--- src/rtl/cct_pkg.sv ---
package cct_pkg;
    localparam int DW = 16;

    typedef enum logic [1:0] {
        A_COUNT = 2'd0,
        A_CMP   = 2'd1,
        A_CTRL  = 2'd2,
        A_NONE  = 2'd3
    } addr_e;

    typedef struct packed {
        logic       ext_en;
        logic       mf;
        logic       m_ie;
        logic       ovf;
        logic       ovf_ie;
        logic       halt;
        logic       mode;
        logic [2:0] csel;
    } ctrl_t;

    typedef struct packed {
        logic [DW-1:0] count;
        logic [DW-1:0] cmp;
        ctrl_t         ctrl;
    } tstate_t;
endpackage

--- src/rtl/cct_prescale.sv ---
module cct_prescale #(
    parameter int SEL_W = 3
) (
    input  logic             clk,
    input  logic             rst_n,
    input  logic [SEL_W-1:0] sel,
    output logic             tick
);
    localparam int PRE_W = 1 << SEL_W;

    logic [PRE_W-1:0] pre_d, pre_q;
    logic [PRE_W-1:0] keep_mask;

    always_comb begin
        pre_d     = pre_q + 1'b1;
        keep_mask = ~({PRE_W{1'b1}} << (sel + 1));
        tick      = &(pre_q | ~keep_mask);
    end

    always_ff @(posedge clk or negedge rst_n) begin
        if (!rst_n) pre_q <= '0;
        else        pre_q <= pre_d;
    end

    // the fastest setting ticks on every second cycle, never twice in a row
    AST_FAST_ALTERNATES: assert property (@(posedge clk) disable iff (!rst_n)
        (sel == '0 && $past(sel) == '0 && tick) |=> !tick);
endmodule

--- src/rtl/cct_ext_sync.sv ---
module cct_ext_sync #(
    parameter int STAGES = 2
) (
    input  logic clk,
    input  logic rst_n,
    input  logic pin,
    output logic tick
);
    logic [STAGES:0] sync_d, sync_q;

    generate
        if (STAGES < 1) begin : g_bad
            initial $error("cct_ext_sync needs at least one stage");
        end
    endgenerate

    always_comb begin
        sync_d = {sync_q[STAGES-1:0], pin};
        tick   = sync_q[STAGES-1] & ~sync_q[STAGES];
    end

    always_ff @(posedge clk or negedge rst_n) begin
        if (!rst_n) sync_q <= '0;
        else        sync_q <= sync_d;
    end

    // an edge produces one tick, never two on adjacent cycles
    AST_ONE_TICK_PER_EDGE: assert property (@(posedge clk) disable iff (!rst_n)
        tick |=> !tick);
endmodule

--- src/rtl/cmpclr_timer.sv ---
module cmpclr_timer
    import cct_pkg::*;
#(
    parameter int SEL_W       = 3,
    parameter int SYNC_STAGES = 2
) (
    input  logic          clk,
    input  logic          rst_n,
    input  logic          bus_sel,
    input  logic          bus_wr,
    input  logic [1:0]    bus_addr,
    input  logic [1:0]    bus_be,
    input  logic [DW-1:0] bus_wdata,
    output logic [DW-1:0] bus_rdata,
    input  logic          ext_clk_pin,
    output logic          irq
);
    localparam logic [DW-1:0] TOP = {DW{1'b1}};

    tstate_t s_d, s_q;
    logic    int_tick, ext_tick, tick, adv, hit;
    logic    set_m, set_o, wr, wr_cnt, wr_cmp, wr_ctrl, sclr_wr;
    logic    unused_wbits;

    assign unused_wbits = ^bus_wdata[14:10];

    cct_prescale #(.SEL_W(SEL_W)) u_pre (
        .clk(clk), .rst_n(rst_n), .sel(s_q.ctrl.csel), .tick(int_tick)
    );

    cct_ext_sync #(.STAGES(SYNC_STAGES)) u_sync (
        .clk(clk), .rst_n(rst_n), .pin(ext_clk_pin), .tick(ext_tick)
    );

    always_comb begin
        s_d     = s_q;
        wr      = bus_sel && bus_wr;
        wr_cnt  = wr && (bus_addr == A_COUNT) && (|bus_be);
        wr_cmp  = wr && (bus_addr == A_CMP) && (&bus_be);
        wr_ctrl = wr && (bus_addr == A_CTRL);
        sclr_wr = wr_ctrl && bus_be[0] && bus_wdata[3];

        tick  = s_q.ctrl.ext_en ? ext_tick : int_tick;
        adv   = tick && !s_q.ctrl.halt;
        hit   = (s_q.count == s_q.cmp);
        set_m = adv && hit;
        set_o = adv && (s_q.count == TOP) && !(s_q.ctrl.mode && hit);

        if (adv) begin
            if (s_q.ctrl.mode && hit) s_d.count = '0;
            else                      s_d.count = s_q.count + 1'b1;
        end

        if (wr_cnt) begin
            if (bus_be[0]) s_d.count[7:0]  = bus_wdata[7:0];
            if (bus_be[1]) s_d.count[15:8] = bus_wdata[15:8];
        end
        if (wr_cmp) s_d.cmp = bus_wdata;

        if (wr_ctrl && bus_be[0]) begin
            s_d.ctrl.csel   = bus_wdata[2:0];
            s_d.ctrl.mode   = bus_wdata[4];
            s_d.ctrl.halt   = bus_wdata[5];
            s_d.ctrl.ovf_ie = bus_wdata[6];
            if (!bus_wdata[7]) s_d.ctrl.ovf = 1'b0;
            if (bus_wdata[3])  s_d.count    = '0;
        end
        if (wr_ctrl && bus_be[1]) begin
            s_d.ctrl.m_ie   = bus_wdata[8];
            s_d.ctrl.ext_en = bus_wdata[15];
            if (!bus_wdata[9]) s_d.ctrl.mf = 1'b0;
        end

        if (set_m) s_d.ctrl.mf  = 1'b1;
        if (set_o) s_d.ctrl.ovf = 1'b1;

        unique case (bus_addr)
            A_COUNT: bus_rdata = s_q.count;
            A_CMP:   bus_rdata = s_q.cmp;
            A_CTRL:  bus_rdata = {s_q.ctrl.ext_en, 5'b0, s_q.ctrl.mf, s_q.ctrl.m_ie,
                                  s_q.ctrl.ovf, s_q.ctrl.ovf_ie, s_q.ctrl.halt,
                                  s_q.ctrl.mode, 1'b0, s_q.ctrl.csel};
            default: bus_rdata = '0;
        endcase

        irq = (s_q.ctrl.ovf && s_q.ctrl.ovf_ie) || (s_q.ctrl.mf && s_q.ctrl.m_ie);
    end

    always_ff @(posedge clk or negedge rst_n) begin
        if (!rst_n) begin
            s_q.count <= '0;
            s_q.cmp   <= TOP;
            s_q.ctrl  <= '0;
        end else begin
            s_q <= s_d;
        end
    end

    AST_HALT_FREEZE: assert property (@(posedge clk) disable iff (!rst_n)
        (s_q.ctrl.halt && !wr_cnt && !sclr_wr) |=> $stable(s_q.count));
    AST_MATCH_RELOAD: assert property (@(posedge clk) disable iff (!rst_n)
        (adv && s_q.ctrl.mode && hit && !wr_cnt && !sclr_wr) |=> (s_q.count == '0));
    AST_MATCH_FLAG: assert property (@(posedge clk) disable iff (!rst_n)
        (adv && hit) |=> s_q.ctrl.mf);
    AST_WRAP_FLAG: assert property (@(posedge clk) disable iff (!rst_n)
        (adv && s_q.count == TOP && !(s_q.ctrl.mode && hit)) |=> s_q.ctrl.ovf);
    AST_CMP_PARTIAL: assert property (@(posedge clk) disable iff (!rst_n)
        (wr && bus_addr == A_CMP && !(&bus_be)) |=> $stable(s_q.cmp));
    AST_SCLR_ZERO: assert property (@(posedge clk) disable iff (!rst_n)
        sclr_wr |=> (s_q.count == '0));
endmodule

--- config.mk ---
export PLATFORM = sky130hd
export DESIGN_NAME = cmpclr_timer
export DESIGN_NICKNAME = d
export VERILOG_FILES = /design/src/rtl/cct_pkg.sv /design/src/rtl/cct_prescale.sv /design/src/rtl/cct_ext_sync.sv /design/src/rtl/cmpclr_timer.sv
export SDC_FILE = /design/constraint.sdc
export NUM_CORES = 1
export LEC_CHECK = 0
export ABC_AREA = 1
export BUFFER_PORTS_ARGS = -buffer_cell sky130_fd_sc_hd__buf_2
export CAP_MARGIN = 15
export CELL_PAD_IN_SITES_DETAIL_PLACEMENT = 1
export CELL_PAD_IN_SITES_GLOBAL_PLACEMENT = 1
export CORE_MARGIN = 3
export CORE_UTILIZATION = 47
export CTS_BUF_LIST = sky130_fd_sc_hd__clkbuf_4 sky130_fd_sc_hd__clkbuf_8
export DETAILED_ROUTE_END_ITERATION = 8
export PLACE_DENSITY = 0.88
export SYNTH_ARGS = -nofsm -noshare
export SYNTH_HDL_FRONTEND = slang
export SYNTH_SLANG_ARGS = --single-unit
--- constraint.sdc ---
create_clock -name clk -period 5.37 [get_ports clk]
set_input_delay 0.2685 -clock clk [delete_from_list [all_inputs] [get_ports clk]]
set_output_delay 0.2685 -clock clk [all_outputs]
set_load 0.1 [all_outputs]
==> impl_results.rst <==
.. list-table::
   :header-rows: 1

   * - Metric
     - Value
   * - Final period utilization
     - 0.4387
   * - Final wirelength
     - ~9800 um
   * - Slack of the critical path
     - 3.014 ns
   * - Die X-Extent
     - between 80 and 90 um
   * - Flip-flop and latch count after synthesis
     - between 50 and 60
   * - Setup-violating endpoint count in the final report
     - 0
   * - Number of clock buffers inserted by TritonCTS
     - 5
   * - Outcome
     - finished, final reports clean
   * - CTS root buf
     - sky130_fd_sc_hd__clkbuf_8
   * - Number of global-route vias before repair
     - 3292
   * - Std cell rows
     - 29
   * - Global-route usage over all layers
     - 0.2616
   * - Cell accounting for the most synthesized area
     - sky130_fd_sc_hd__dfrtp_1
   * - Most common cell after layout, fill and taps aside
     - sky130_fd_sc_hd__nand2_1
   * - Power density of the placed cells
     - around 480 mW/mm^2
   * - Final count of hold timing violations
     - 0
   * - Peak supply drop
     - 0.0002544 V
   * - Type of the worst min-delay path
     - input port to flip-flop
   * - TritonCTS Sinks
     - 53
   * - Maxcap violations
     - 0
   * - DR vias
     - 3224
   * - Kind of capture point of the worst setup path
     - output pin
   * - Leading post-synthesis cells by cell area
     - sky130_fd_sc_hd__dfrtp_1 28%, sky130_fd_sc_hd__nand2_1 19%, sky130_fd_sc_hd__dfstp_2 13%
   * - Max FO, Critical Path
     - 9
   * - Area growth from synthesis to final layout
     - 11.00%
   * - Number of buffers inserted for hold repair after clock tree synthesis
     - 0
   * - Data required time of the critical path
     - a little over 5 ns
   * - Violation count after the first detailed-route iteration
     - between 150 and 200
   * - Number of distinct standard cells referenced by the synthesized netlist
     - 35
   * - Post_cts resized
     - 0
   * - Post-CTS setup-driven buffer insertion count
     - 0
   * - Synth Cell Area
     - about 0.0033 mm^2
   * - Share of the yosys chip area belonging to registers
     - 0.4096
   * - Final clock skew
     - 0.01283 ns
   * - Setup TNS after final layout
     - 0 ns
   * - Port buffer count
     - between 40 and 50
   * - Arrival time at the worst endpoint
     - roughly 2.1 ns
   * - Total die area
     - ~0.008 mm^2
   * - Number of buffers between clock root and the deepest sink
     - 2
   * - I/O pin count
     - between 40 and 50
   * - Final weighted congestion of routability-driven global placement
     - 0.8819
   * - Final global-route overflow total
     - 0
   * - Clock latency on the worst-skew pair
     - around 0.32 ns
   * - Smallest hold slack
     - between 0.04 and 0.05 ns
   * - Initial antenna violation count
     - 0
   * - Deepest level of the CTS H-tree
     - 2
   * - Warnings, synthesis
     - 0
   * - Max_slew headroom
     - 0.5284
   * - Chip Height
     - approximately 90 um
   * - Remaining DRCs
     - 0
   * - Worst reg-to-reg path cell count
     - 9
   * - Half-perimeter wire length after detailed placement
     - a little over 7000 um
   * - Net count reported at finish
     - 527
   * - Mean number of vias per cell
     - approximately 5.4
   * - Most frequent cells in the layout
     - 167 x sky130_fd_sc_hd__nand2_1, 43 x sky130_fd_sc_hd__inv_1, 41 x sky130_fd_sc_hd__o21ai_0, 41 x sky130_fd_sc_hd__buf_2, 37 x sky130_fd_sc_hd__dfrtp_1
   * - Clock tree from TritonCTS
     - built
   * - Remaining number of nets flagged by the antenna check after routing
     - 0
   * - Instance count of the mapped netlist
     - 460
   * - Average cell area after synthesis
     - just over 7 um^2
   * - Final max-slew violation count
     - 0
   * - Critical path type
     - input port to output pin
   * - Starting density of the core
     - 0.5005
   * - Highest attainable clock frequency
     - 424.5 MHz
   * - RSZ-0062 raised after global routing
     - no
   * - Post-route cell area
     - between 0.003 and 0.004 mm^2
   * - Crit path launch type
     - input port
   * - Worst Hold Path Cells
     - 1
   * - Placement Cell Area
     - about 0.0036 mm^2
   * - Wire length of the first global-routing pass
     - between 15000 and 20000 um
   * - Post-synthesis net count
     - about 490
   * - Post-layout minimum cycle time
     - ~2.4 ns
   * - Largest net degree at the start of global routing
     - 54
   * - Worst Max-Slew Pin Slew
     - roughly 0.71 ns
   * - Filler instances
     - 907
   * - Leakage component of the power
     - between 1.5 and 2 nW
   * - DR pass1 iterations
     - 5
   * - Average detailed-routed wire length per instance
     - 16.57 um
   * - Area share of the largest cell type after synthesis
     - 0.2817
   * - Fraction of final layout cells with drive strength greater than 1
     - 0.2064
   * - Worst slack at placement
     - 3.050 ns
   * - Core Box Area
     - about 0.0066 mm^2
   * - Antenna Diode Count
     - 0
   * - Clock slew at reported path FFs
     - 0.11 ns
[final timing paths]
kind                                     to  slack [ns]             start
setup / recovery               bus_rdata[0]        3.01       bus_addr[0]
setup reg to reg                    s_q[30]        3.22            s_q[0]
hold reg to reg            u_sync.sync_q[1]        0.36  u_sync.sync_q[0]
hold / removal             u_sync.sync_q[0]        0.04       ext_clk_pin
max in group asynchronous           s_q[33]        4.82             rst_n
min in group asynchronous  u_sync.sync_q[0]        0.06             rst_n
[sequential cells by signal, indices dropped and copies added (netlist names)]
name	flops
s_q	42
u_pre.pre_q	8
u_sync.sync_q	3
[synthesized netlist by cell type, drive strengths merged]
| cell type | instances |
|---|---|
| inv | 61 |
| mux2 | 1 |
| o22ai | 7 |
| o221ai | 10 |
| nand2 | 169 |
| a21oi | 18 |
| buf | 7 |
| nor2 | 27 |
| xor2 | 8 |
| ha | 4 |
| nand3 | 34 |
| nand4 | 4 |
| or2 | 2 |
| dfrtp | 37 |
| o31ai | 3 |
| dfstp | 16 |
| xnor2 | 1 |
| o21ai | 43 |
| clkinv | 1 |
| clkbuf | 5 |
| nor3 | 2 |
[logic make-up (layout without fill, tap and decap cells)]
logic type,Yosys count,count (layout),synth area share
fa+ha+maj,4,4,0.01523
xor+xnor,9,9,0.02398
simple gates,238,238,0.3091
buf+inv,74,113,0.09135
flops,53,53,0.4096
compound gates,81,81,0.1473
mux,1,1,0.003426
[metal layers]
layer | vias up | global-route usage | routed length [um]
met4 | 0 | 0.06901 | 166
met2 | 74 | 0.4435 | 4811
met5 | - | 0 | 0
li1 | 1555 | - | -
met3 | 15 | 0.03376 | 420
met1 | 1580 | 0.3524 | 4410
[area by class of cell]
| class | count | area [um^2] | area share |
|---|---|---|---|
| clock inverters | 3 | 21.27 | 0.005830 |
| flip-flops and latches | 53 | 1346 | 0.3690 |
| repair buffers | 43 | 220.2 | 0.06036 |
| inverters | 62 | 232.7 | 0.06379 |
| multi-input cells | 333 | 1643 | 0.4503 |
| clock buffers | 5 | 68.82 | 0.01886 |
| well taps | 93 | 116.4 | 0.03189 |
[worst max-delay path, stage by stage]
cell and delay (ns):
sky130_fd_sc_hd__buf_2 0.09, sky130_fd_sc_hd__inv_1 0.06, sky130_fd_sc_hd__nor2_2 0.36, sky130_fd_sc_hd__clkinv_1 0.49, sky130_fd_sc_hd__o221ai_1 0.33, sky130_fd_sc_hd__buf_2 0.48
[stage by stage]
step	power (W)	std cells	util
after floorplan	0.001317	460	-
after global placement	0.001471	584	0.5418
after detailed placement	0.001509	584	0.5418
after CTS	0.001753	592	0.5555
after global routing	0.001882	592	0.5555
final	0.001752	592	0.5555
[where the power goes]
part | leakage, nW | total (W) | switching [W] | internal, W
combinational | 1.22 | 0.000872 | 0.000636 | 0.000236
sequential | 0.596 | 0.000639 | 0.000117 | 0.000522
clock | 0.0445 | 0.000241 | 0.000148 | 0.0000930
(Power assumes the default switching activity.)
